`config.mk`:
```
export PLATFORM = sky130hd
export DESIGN_NAME = chan_health_mon
export DESIGN_NICKNAME = d
export VERILOG_FILES = /design/src/rtl/chm_pkg.sv /design/src/rtl/chm_sync.sv /design/src/rtl/chm_watchdog.sv /design/src/rtl/chm_compare.sv /design/src/rtl/chan_health_mon.sv
export SDC_FILE = /design/constraint.sdc
export NUM_CORES = 1
export LEC_CHECK = 0
export BUFFER_PORTS_ARGS = -buffer_cell sky130_fd_sc_hd__buf_2
export CAP_MARGIN = 25
export CORE_MARGIN = 8
export CORE_UTILIZATION = 50
export CTS_CLUSTER_SIZE = 28
export DETAILED_ROUTE_END_ITERATION = 10
export GPL_ROUTABILITY_DRIVEN = 0
export HOLD_SLACK_MARGIN = 0.03
export PLACE_DENSITY = 0.76
export SLEW_MARGIN = 15
export SYNTH_ARGS = -nofsm -noshare
export SYNTH_HDL_FRONTEND = slang
export SYNTH_HIERARCHICAL = 1
export SYNTH_SLANG_ARGS = --single-unit
```
`constraint.sdc`:
```
create_clock -name clk -period 2 [get_ports clk]
set_input_delay 0.2 -clock clk [delete_from_list [all_inputs] [get_ports clk]]
set_output_delay 0.2 -clock clk [all_outputs]
set_load 0.02 [all_outputs]
```
`src/rtl/chm_pkg.sv`:
```
package chm_pkg;
  // Bit positions of the fault sources inside the combined vector
  localparam int SRC_ACT  = 0;
  localparam int SRC_CMP  = 1;
  localparam int EXT_BASE = 2;
endpackage

```
`src/rtl/chm_sync.sv`:
```
module chm_sync #(
  parameter int W      = 2,
  parameter int STAGES = 2
) (
  input  logic         clk,
  input  logic         rst_n,
  input  logic [W-1:0] d,
  output logic [W-1:0] q
);
  logic [W-1:0] st [STAGES];

  always_ff @(posedge clk) begin
    if (!rst_n) begin
      for (int i = 0; i < STAGES; i++) st[i] <= '0;
    end else begin
      st[0] <= d;
      for (int i = 1; i < STAGES; i++) st[i] <= st[i-1];
    end
  end

  assign q = st[STAGES-1];

  // output stage always follows the previous stage by one clock
  a_r8_chain_step: assert property (@(posedge clk) disable iff (!rst_n)
    $past(rst_n) |-> q == $past(st[STAGES-2]));
endmodule

```
`src/rtl/chm_watchdog.sv`:
```
module chm_watchdog #(
  parameter int CNT_W = 16,
  parameter int TMO   = 1000
) (
  input  logic clk,
  input  logic rst_n,
  input  logic strobe,
  output logic dead
);
  localparam logic [CNT_W-1:0] LOAD = CNT_W'(TMO);

  logic [CNT_W-1:0] cnt;

  always_ff @(posedge clk) begin
    if (!rst_n)            cnt <= LOAD;
    else if (strobe)       cnt <= LOAD;
    else if (cnt != '0)    cnt <= cnt - 1'b1;
  end

  assign dead = (cnt == '0);

  // a strobe always clears the activity fault on the next cycle
  a_r4_strobe_revives: assert property (@(posedge clk) disable iff (!rst_n)
    strobe |=> !dead);
  // once flagged, the fault stays until a strobe arrives
  a_r4_dead_sticks: assert property (@(posedge clk) disable iff (!rst_n)
    dead && !strobe |=> dead);
  // without a strobe the counter only moves downward by one
  a_r5_steady_descent: assert property (@(posedge clk) disable iff (!rst_n)
    !strobe && !dead |=> cnt == $past(cnt) - 1'b1);
endmodule

```
`src/rtl/chm_compare.sv`:
```
module chm_compare (
  input  logic clk,
  input  logic rst_n,
  input  logic strobe,
  input  logic copy_a,
  input  logic copy_b,
  output logic mismatch
);
  always_ff @(posedge clk) begin
    if (!rst_n)      mismatch <= 1'b0;
    else if (strobe) mismatch <= copy_a ^ copy_b;
  end

  // the flag reflects the copies as seen on the strobe cycle
  a_r6_sampled: assert property (@(posedge clk) disable iff (!rst_n)
    strobe |=> mismatch == ($past(copy_a) != $past(copy_b)));
  // between strobes the flag cannot change
  a_r7_hold: assert property (@(posedge clk) disable iff (!rst_n)
    !strobe |=> $stable(mismatch));
endmodule

```
`src/rtl/chan_health_mon.sv`:
```
module chan_health_mon
  import chm_pkg::*;
#(
  parameter int CNT_W      = 16,
  parameter int TMO_CYCLES = 1000,
  parameter int N_EXT      = 2
) (
  input  logic             clk,
  input  logic             rst_n,
  input  logic             tstrobe,
  input  logic             rx_copy_a,
  input  logic             rx_copy_b,
  input  logic [N_EXT-1:0] ext_fault,
  input  logic             slot_w24b0,
  input  logic             pstuff_req,
  output logic             pstuff_n,
  output logic             card_err
);
  localparam int NSRC = EXT_BASE + N_EXT;

  logic             act_dead;
  logic             cmp_bad;
  logic [N_EXT-1:0] ext_s;
  logic [NSRC-1:0]  src;
  logic             any_fault;

  chm_watchdog #(.CNT_W(CNT_W), .TMO(TMO_CYCLES)) u_wd (
    .clk(clk), .rst_n(rst_n), .strobe(tstrobe), .dead(act_dead));

  chm_compare u_cmp (
    .clk(clk), .rst_n(rst_n), .strobe(tstrobe),
    .copy_a(rx_copy_a), .copy_b(rx_copy_b), .mismatch(cmp_bad));

  chm_sync #(.W(N_EXT), .STAGES(2)) u_sync (
    .clk(clk), .rst_n(rst_n), .d(ext_fault), .q(ext_s));

  always_comb begin
    src                       = '0;
    src[SRC_ACT]              = act_dead;
    src[SRC_CMP]              = cmp_bad;
    src[NSRC-1:EXT_BASE]      = ext_s;
    any_fault                 = |src;
  end

  always_ff @(posedge clk) begin
    if (!rst_n) begin
      pstuff_n <= 1'b1;
      card_err <= 1'b0;
    end else begin
      card_err <= any_fault;
      pstuff_n <= slot_w24b0 ? ~any_fault : ~pstuff_req;
    end
  end

  // outside the slot the line mirrors the stuff request
  a_r2_stuff_pass: assert property (@(posedge clk) disable iff (!rst_n)
    !slot_w24b0 |=> pstuff_n == !$past(pstuff_req));
  // inside the slot the line carries the fault flag
  a_r3_slot_fault: assert property (@(posedge clk) disable iff (!rst_n)
    slot_w24b0 |=> pstuff_n == !card_err);
  // any watchdog or comparator fault shows on the flag one clock later
  a_r9_internal_or: assert property (@(posedge clk) disable iff (!rst_n)
    (act_dead || cmp_bad) |=> card_err);
endmodule

```
==> reports/results.ini <==
[global_routing]
antenna_found_initial = 0
grt_use_total_pct = 10.3
grt_pass1_wl_mm = 3.38
grt_overflow = 0
grt_pass1_vias = 807
grt_max_degree = 14

[cts]
cts_resized = 0
hold_buffers = 0
insertion_delay_ns = 0.31
cts_tree = yes
clkSlewWorstSetupHoldPaths_ns = 0.12
cts_buffer_depth = 2
cts_inserted_buffers = 3
cts_setup_buffers = 0
htree_levels = 1
numClockSinks = 23
root_buffer = clkbuf_4

[worst_setup_path]
reg2reg_from = u_wd/cnt[0]
cp.arrival_ns = 2.06
crit_path_end_kind = flip-flop
cp_data_required_time_ns = 2.21
startpoint_type = flip-flop
worstRegToRegCells = 6
r2r_end = u_wd/cnt[10]
r2r_slack_ns = 0.16
cp_max_fo = 6
critPathKind = reg2reg

[yosys]
synth-adder-area-share_pct = 1.18
synth_nets = 130
yosys_register_bits = 23
yosysMostFrequentCell = dfxtp_1
synthSimpleGateAreaFrac_pct = 33.9
ys_warn_count = 6
ys_types = 37
syn-cell-area_um2 = 1060
synth_area_leader_cell = dfxtp_1
synth_area_per_cell_um2 = 8.86
synth-main-ff-cell = dfxtp_1
yosysTopAreaCellShare_pct = 43.3
synth.top_cells.by_count = 23 x dfxtp_1, 10 x a21oi_1, 10 x nor2_1
synth_compound_area_share_pct = 13.8
synth_xor_area_share_pct = 1.65
synth_top_family_by_area = simple AND/OR/NAND/NOR gates
synth.area.mux_share_pct = 1.88
ys_top_cells_by_area = dfxtp_1 43%, a21oi_1 4.7%, o21ai_0 3.8%
synth-edff-count = 0
yosysSeqAreaShare_pct = 43.3
async_reset_ff_share_pct = 0
syn_inst = 120

[layout]
final_layout_size_suffix_gt1_share_pct = 17.7
finalNonFillerCells = 157
area_growth_pct = 8.59
nFillCells = 180
layout.nets = 141
n_antenna_cell = 0

[timing]
finalCritPeriodShare_pct = 92.2
tightestPinTransition_ns = 0.643
fin_setup_tns_ns = 0
slew_violations = 0
maxSlewHeadroom_pct = 57.0
rsz0062_at_grt = false
setup_viol = 0
skew_ns = 0.00135
finalHoldViolations = 0
fmax_mhz = 543
final.setup.worst_slack_ns = 0.157
fin_crit_ns = 1.84

[hold_path]
hp-start = tstrobe
whs_path_depth = 2
min_to = u_cmp/mismatch
hold_path_class = in2reg

[flow_run]
drv_cap = 0

[placement]
place_ws_ns = 0.208
dp.cells = 153
dp_hpwl_mm = 1.46
portBuffers = 10

[routing]
firstDrtPassIters = 4
drtIter0Drc = 23
drt-vias-per-instance = 5.73
vias = 899
drc = 0
wire_per_inst_um = 12.4
routed_wl_mm = 1.94
ant_nets = 0

[floorplan]
io-pin-count = 11
fp.dieW_um = 62.1
start_util_pct = 53.7
num_rows = 16
core_area_um2 = 1980
die-area_um2 = 3860
fp.dieH_um = 62.1

[outcome]
outcome = finished clean

[power_and_ir_drop]
internal_power_w = 0.000579
vdd_drop_max_v = 0.000469
switching_power_w = 0.000184
swShare_pct = 24.1
p_comb_share_pct = 8.7
pwr-share-clk_pct = 28.0
seq_power_share_pct = 63.3
power_density_nw_per_um2 = 661
p_leak_nw = 0.433

## per-layer routing
metal	routed length, um	GRT usage, %	vias to the layer above	part of all wire (%)
li1	-	-	456	-
met1	948	11.9	415	49
met2	855	16.8	26	44
met3	119	3.23	2	6.1
met4	19	4.96	0	0.98
met5	0	0	-	0
## power groups by stage
stage / Combinational, W / Clock [W] / Sequential, W
final: 0.0000662 / 0.000214 / 0.000483
after global placement: 0.0000649 / 0 / 0.000493
after global routing: 0.0000745 / 0.000242 / 0.000486
after floorplan: 0.0000454 / 0 / 0.000495
after detailed placement: 0.0000667 / 0 / 0.000493
after CTS: 0.0000668 / 0.000223 / 0.000483
## sequential cells by signal, summed over array words and instances, names as in the netlist
signal,flops
u_wd/cnt,16
u_sync/st,4
card_err,1
pstuff_n,1
u_cmp/mismatch,1
## per-stage QoR
stage	instance area [um2]	power (W)	util [%]	hold WS, ns
6_report	1150	0.000763	58.3	0.0821
5_1_grt	1150	0.000802	58.3	0.0659
2_1_floorplan	1060	0.000540	-	0.289
3_3_place_gp	1130	0.000558	56.9	0.405
3_5_place_dp	1130	0.000560	56.9	0.412
4_1_cts	1150	0.000774	58.3	0.0708
## area by class of cell
cell class                 instances  area (um2)  share of cell area [%]
clock buffer                       3        22.5                    1.95
clock inverter                     1        5.00                   0.433
inverter                           5        18.8                    1.63
multi-input combinational         87         557                    48.2
sequential                        23         460                    39.9
tap                               27        33.8                    2.93
timing repair buffer              11        57.6                    4.98
## cell families (layout without fill, tap and decap cells)
group,Yosys count,after routing
compound gates,25,25
xor+xnor,2,2
fa+ha+maj,1,1
buf+inv,10,20
flops,23,23
mux,2,2
simple gates,57,57
## worst max-delay path by stage
| stage | end | startpoint | cells past startpoint |
|---|---|---|---|
| after floorplan | u_wd/cnt[10] | u_wd/cnt[0] | 7 |
| after global placement | u_wd/cnt[10] | u_wd/cnt[0] | 6 |
| after detailed placement | u_wd/cnt[10] | u_wd/cnt[0] | 6 |
| after CTS | u_wd/cnt[10] | u_wd/cnt[0] | 6 |
| after global routing | u_wd/cnt[10] | u_wd/cnt[0] | 6 |
| final | u_wd/cnt[10] | u_wd/cnt[0] | 6 |
## critical path, cell delays in order, from the launching register on
cell     delay, ns
dfxtp_1       0.35
inv_1         0.10
ha_1          0.20
or3b_2        0.52
nor2_1        0.24
a31oi_1       0.12
a41o_1        0.22
## cells in the final DEF (no fill, tap or decap), types with 2 or more instances in the layout
cell type	count
a31oi_1	2
nand3_1	3
nand2b_1	2
nor2_1	10
mux2i_1	2
a21oi_1	10
nand3b_1	3
dfxtp_1	23
o21ai_0	8
clkbuf_4	3
and2_1	4
nand4_1	3
nor4_1	2
xnor2_1	2
buf_2	10
nor3_1	5
inv_1	5
nor2b_1	2
nand2_1	6
and3_1	3
or3_1	4
nor4_2	2
Note: power is estimated with default switching activity, not from simulation.
